**src/rtl/brc_pkg.sv**
```systemverilog
package brc_pkg;
  localparam int unsigned DEF_NSLOT = 4;
  localparam int unsigned DEF_TID_W = 1;
  localparam int unsigned DEF_SEQ_W = 16;
  localparam int unsigned DEF_PC_W  = 32;

  function automatic int unsigned idx_bits(input int unsigned n);
    return (n > 1) ? $clog2(n) : 1;
  endfunction
endpackage

```
**src/rtl/brc_slot_check.sv**
```systemverilog
module brc_slot_check #(
  parameter int unsigned PC_W = 32
) (
  input  logic            valid_i,
  input  logic            direct_i,
  input  logic            uncond_i,
  input  logic            pred_taken_i,
  input  logic            is_ctrl_i,
  input  logic [PC_W-1:0] calc_tgt_i,
  input  logic [PC_W-1:0] pred_tgt_i,
  output logic            mismatch_o,
  output logic            bad_pred_o
);
  logic eligible;

  // resolvable at decode: direct and (unconditional or predicted taken)
  assign eligible   = valid_i & direct_i & (uncond_i | pred_taken_i);
  assign mismatch_o = eligible & (calc_tgt_i != pred_tgt_i);
  assign bad_pred_o = valid_i & pred_taken_i & ~is_ctrl_i;
endmodule

```
**src/rtl/brc_pick.sv**
```systemverilog
module brc_pick #(
  parameter int unsigned N = 4
) (
  input  logic [N-1:0] req_i,
  output logic [N-1:0] gnt_o,
  output logic         any_o
);
  always_comb begin
    gnt_o = '0;
    any_o = 1'b0;
    for (int i = 0; i < int'(N); i++) begin
      if (req_i[i] && !any_o) begin
        gnt_o[i] = 1'b1;
        any_o    = 1'b1;
      end
    end
  end
endmodule

```
**src/rtl/brc_kill.sv**
```systemverilog
module brc_kill #(
  parameter int unsigned N     = 4,
  parameter int unsigned TID_W = 1,
  parameter int unsigned SEQ_W = 16
) (
  input  logic               any_i,
  input  logic [TID_W-1:0]   sel_tid_i,
  input  logic [SEQ_W-1:0]   sel_seq_i,
  input  logic [N-1:0]       valid_i,
  input  logic [N*TID_W-1:0] tid_i,
  input  logic [N*SEQ_W-1:0] seq_i,
  output logic [N-1:0]       kill_o
);
  for (genvar g = 0; g < N; g++) begin : g_slot
    logic same_thr, younger;
    assign same_thr  = (tid_i[g*TID_W +: TID_W] == sel_tid_i);
    assign younger   = (seq_i[g*SEQ_W +: SEQ_W] > sel_seq_i);
    assign kill_o[g] = any_i & valid_i[g] & same_thr & younger;
  end
endmodule

```
**src/rtl/branch_redirect_check.sv**
```systemverilog
module branch_redirect_check
  import brc_pkg::*;
#(
  parameter int unsigned NSLOT = DEF_NSLOT,
  parameter int unsigned TID_W = DEF_TID_W,
  parameter int unsigned SEQ_W = DEF_SEQ_W,
  parameter int unsigned PC_W  = DEF_PC_W
) (
  input  logic                   clk_i,
  input  logic                   rst_ni,
  input  logic [NSLOT-1:0]       slot_valid_i,
  input  logic [NSLOT*TID_W-1:0] slot_tid_i,
  input  logic [NSLOT*SEQ_W-1:0] slot_seq_i,
  input  logic [NSLOT-1:0]       slot_direct_i,
  input  logic [NSLOT-1:0]       slot_uncond_i,
  input  logic [NSLOT-1:0]       slot_pred_taken_i,
  input  logic [NSLOT-1:0]       slot_is_ctrl_i,
  input  logic [NSLOT-1:0]       slot_branching_i,
  input  logic [NSLOT*PC_W-1:0]  slot_calc_tgt_i,
  input  logic [NSLOT*PC_W-1:0]  slot_pred_tgt_i,
  output logic                   redir_valid_o,
  output logic                   redir_mispredict_o,
  output logic [TID_W-1:0]       redir_tid_o,
  output logic [SEQ_W-1:0]       redir_seq_o,
  output logic [PC_W-1:0]        redir_pc_o,
  output logic                   redir_taken_o,
  output logic [NSLOT-1:0]       kill_mask_o,
  output logic                   ctrl_err_o
);
  logic [NSLOT-1:0] mismatch, bad_pred, gnt, kill_d;
  logic             any_d;
  logic [TID_W-1:0] sel_tid;
  logic [SEQ_W-1:0] sel_seq;
  logic [PC_W-1:0]  sel_pc;
  logic             sel_taken;

  for (genvar g = 0; g < NSLOT; g++) begin : g_chk
    brc_slot_check #(.PC_W(PC_W)) u_chk (
      .valid_i      (slot_valid_i[g]),
      .direct_i     (slot_direct_i[g]),
      .uncond_i     (slot_uncond_i[g]),
      .pred_taken_i (slot_pred_taken_i[g]),
      .is_ctrl_i    (slot_is_ctrl_i[g]),
      .calc_tgt_i   (slot_calc_tgt_i[g*PC_W +: PC_W]),
      .pred_tgt_i   (slot_pred_tgt_i[g*PC_W +: PC_W]),
      .mismatch_o   (mismatch[g]),
      .bad_pred_o   (bad_pred[g])
    );
  end

  brc_pick #(.N(NSLOT)) u_pick (
    .req_i (mismatch),
    .gnt_o (gnt),
    .any_o (any_d)
  );

  // one-hot AND-OR select: all zero when nothing granted
  always_comb begin
    sel_tid   = '0;
    sel_seq   = '0;
    sel_pc    = '0;
    sel_taken = 1'b0;
    for (int i = 0; i < int'(NSLOT); i++) begin
      if (gnt[i]) begin
        sel_tid   = sel_tid | slot_tid_i[i*TID_W +: TID_W];
        sel_seq   = sel_seq | slot_seq_i[i*SEQ_W +: SEQ_W];
        sel_pc    = sel_pc  | slot_calc_tgt_i[i*PC_W +: PC_W];
        sel_taken = sel_taken | slot_branching_i[i] | slot_uncond_i[i];
      end
    end
  end

  brc_kill #(.N(NSLOT), .TID_W(TID_W), .SEQ_W(SEQ_W)) u_kill (
    .any_i     (any_d),
    .sel_tid_i (sel_tid),
    .sel_seq_i (sel_seq),
    .valid_i   (slot_valid_i),
    .tid_i     (slot_tid_i),
    .seq_i     (slot_seq_i),
    .kill_o    (kill_d)
  );

  always_ff @(posedge clk_i or negedge rst_ni) begin
    if (!rst_ni) begin
      redir_valid_o      <= 1'b0;
      redir_mispredict_o <= 1'b0;
      redir_tid_o        <= '0;
      redir_seq_o        <= '0;
      redir_pc_o         <= '0;
      redir_taken_o      <= 1'b0;
      kill_mask_o        <= '0;
      ctrl_err_o         <= 1'b0;
    end else begin
      redir_valid_o      <= any_d;
      redir_mispredict_o <= any_d;
      redir_tid_o        <= sel_tid;
      redir_seq_o        <= sel_seq;
      redir_pc_o         <= sel_pc;
      redir_taken_o      <= sel_taken;
      kill_mask_o        <= kill_d;
      ctrl_err_o         <= |bad_pred;
    end
  end
endmodule

```
**config.mk**
```make
export PLATFORM = sky130hd
export DESIGN_NAME = branch_redirect_check
export DESIGN_NICKNAME = d
export VERILOG_FILES = /design/src/rtl/brc_pkg.sv /design/src/rtl/brc_slot_check.sv /design/src/rtl/brc_pick.sv /design/src/rtl/brc_kill.sv /design/src/rtl/branch_redirect_check.sv
export SDC_FILE = /design/constraint.sdc
export NUM_CORES = 1
export LEC_CHECK = 0
export BUFFER_PORTS_ARGS = -buffer_cell sky130_fd_sc_hd__buf_2
export CORE_AREA = 2 2 156 158
export DETAILED_ROUTE_END_ITERATION = 6
export DIE_AREA = 0 0 158 160
export GPL_ROUTABILITY_DRIVEN = 0
export HOLD_SLACK_MARGIN = 0.06
export PLACE_DENSITY = 0.59
export SLEW_MARGIN = 20
export SYNTH_ARGS = -nofsm -noshare
export SYNTH_HDL_FRONTEND = slang
export SYNTH_SLANG_ARGS = --single-unit
```
**constraint.sdc**
```tcl
create_clock -name clk_i -period 0.9 [get_ports clk_i]
set_input_delay 0.045 -clock clk_i [delete_from_list [all_inputs] [get_ports clk_i]]
set_output_delay 0.045 -clock clk_i [all_outputs]
set_load 0.02 [all_outputs]
```
==> results.txt <==
RSZ-0062 raised after global routing: true
CTS tree: built
M1 WL: 15100 microns
Final hold violations: 0
Layout cells sized above 1: 54.2%
IO Pins: 407
Tcrit/Tclk final: 362%
Most frequent cell after synthesis: nand2_1
Area of the mapped netlist: 0.00607 sq mm
Crit-path slowest cell: or3b_4
Met2 routed WL: 15900 microns
CP cell instances: buf_2, xor2_1, nor4_1, nand4_1, o21a_2, nor4_4, buf_6, buf_12, a221oi_4, buf_4, ha_1, nor2b_1, o21ai_1, a21oi_1, or3b_4, nand4b_1, mux2i_1
Drt first pass iters: 7
Final setup viols: 60
Worst hold stages: 3
Core Region: 0.0238 sq mm
# DRC: 2
Commonest cells in the synthesized netlist: nand2_1 (86), ha_1 (64), xnor2_1 (64), xor2_1 (64), dfrtp_1 (56)
H-tree depth: 2
Final #Nets: 1785
Fin worst setup slack: -2.36 ns
Most used flip-flop cell after synthesis: dfrtp_1
Placed cell count: 1656
Dpl hpwl: 28800 microns
Min-delay worst type: primary input to register
Async set-reset flop share out of synthesis: 100%
Vias per cell: 4.96
CP peak stage delay: 0.40 ns
Full die area: 0.0253 sq mm
Highest metal used: met5
DR vias: 8427
Initial Utilization: 25.5%
Seq cells post-synth: 56
Synth Warn #: 0
Post-synth top area share: 23.1%
Crit Path Max Fanout: 7
I/O Buffers: 406
Pleak: 5.82 nW
Overall Power: 11.3 mW
Number of buffers created by CTS: 5
Arrival @ worst endpoint: 3.45 ns
Die width: 158 microns
Overflow left after global routing: 0
Initial DRC count: 744
EDFF count, synth: 0
CP Launch Type: primary input
PwrDens: 975 mW/mm^2
Setup CP Type: primary input to register
Clk pin slew, worst setup/hold paths: 0.08 ns
Min Tclk post-route: 3.26 ns
Non-Filler Instances: 1698
Synth unique cells: 47
CTS Sinks: 56
Register area share after synthesis: 23.1%
Final Slew Violations: 0
Root buffer cell: clkbuf_16
Routed WL per cell: 20.5 microns
Worst IR drop on VDD: 0.676 mV
Largest net degree at the start of global routing: 59
Area Growth Syn to Fin: 90.9%
Synthesized area per cell: 8.53 sq um
Worst Max-Slew Pin Slew: 0.732 ns
Met3 wire length: 2920 microns
First-pass GRT wire length: 50000 microns
Crit. End Element: register
Worst EP required: 1.09 ns
Synth area leaders: dfrtp_1 (23%), ha_1 (13%), xnor2_1 (9.2%), xor2_1 (9.2%), a21o_1 (6.2%)
Core Rows: 57
Status: finished, violations left
Rel. slew slack: 51.2%
Antenna violations before repair: 4
Cells after Synth: 711
Post-synth top area cell: dfrtp_1
Total GRT Usage: 26.8%
Cts hold-fix bufs: 17
Die Span Y: 160 microns
ANT nets after route: 0
Fmax: 307 MHz
Failing checks: design-rule violations, negative setup slack
Synthesized Nets: 1125
MaxCap Viol Count: 0
Final wirelength: 34900 microns
Clk buf depth: 2
Vias in the first global route: 8492
area by class of cell:
type | instances | area [sq um]
clock inverter | 2 | 15.0
fill | 2352 | 12200
sequential | 56 | 1400
inverter | 8 | 30.0
multi-input combinational | 612 | 4940
clock buffer | 6 | 139
tap | 324 | 405
timing repair buffer | 688 | 4640
antenna | 2 | 5.00
critical path: cells and delay by family:
kind / cells / cell delay, ns
AOI/OAI and AO/OA: 4 / 0.71
xor gates and xnor gates: 1 / 0.15
adders and majority gates: 1 / 0.31
buffers and inverters: 4 / 0.61
muxes: 1 / 0.07
and+or+nand+nor: 6 / 1.52
placed cells by master, fill, tap and decap left out, drive strengths merged, types with 3 or more instances in the layout:
master         n
o211ai         7
nor2b          6
a21o          50
xnor2         64
a22oi         34
o21ai         14
bufbuf         3
xor2          64
clkbuf         6
buf          668
o21a           8
inv            8
a221oi        15
nor2          13
a221o         15
nand4         36
nor4          20
nand2         86
nor3           5
or2            4
nand3         51
dfrtp         56
mux2i          3
ha            64
dlygate4sd3   17
a21oi         28
flip-flops by register name, indices dropped and copies added (netlist names):
name / count
redir_mispredict_o: 1
redir_pc_o: 32
redir_taken_o: 1
ctrl_err_o: 1
kill_mask_o: 4
redir_tid_o: 1
redir_seq_o: 16
worst paths after layout:
kind | slack (ns) | end | startpoint
worst max-delay path | -2.36 | kill_mask_o[0] | slot_calc_tgt_i[50]
worst min-delay path | 0.02 | redir_taken_o | slot_branching_i[0]
max in group asynchronous | 0.20 | redir_pc_o[1] | rst_ni
min in group asynchronous | 0.27 | redir_pc_o[25] | rst_ni
layer usage:
layer	GRT usage, %	up-vias
met5	0	-
met1	36.1	3959
met3	6.02	64
met4	7.94	4
met2	42.9	414
li1	-	3986
cell families (layout without fill, tap and decap cells):
logic type               count (synthesis)  count (layout)  synth area share [%]
adder cells (fa/ha/maj)                 64              64                  13.2
other                                    0               2                     0
AND/OR/NAND/NOR                        229             229                  18.8
XOR/XNOR                               128             128                  18.5
multiplexers                             3               3                 0.495
AO/OA/AOI/OAI                          188             188                  22.7
flip-flops                              56              56                  23.1
buffers and inverters                   43             704                  3.15
timing repair:
action,CTS,global route
buffers inserted,9,4
pin swaps,33,5
gates resized for setup,149,7
gates cloned,3,0
hold endpoints to repair,72,1
setup endpoints to repair,84,108
report_power, final:
group | switching [mW] | internal, mW
Sequential | 0.117 | 2.76
Clock | 1.13 | 1.12
Combinational | 3.06 | 3.11
stage by stage:
step	hold WS [ns]	TNS, ns	utilization [%]	setup WS, ns	cell area (sq um)
after floorplan	-0.251	-48.17	-	-2.18	6170
after global placement	0.0244	-94.70	43.6	-3.02	10400
after detailed placement	0.0267	-95.15	43.6	-3.13	10400
after CTS	0.0137	-70.69	48.4	-2.35	11500
after global routing	0.0480	-77.18	48.6	-2.54	11600
final	0.0213	-69.97	48.6	-2.36	11600
Note: power is estimated with default switching activity, not from simulation.
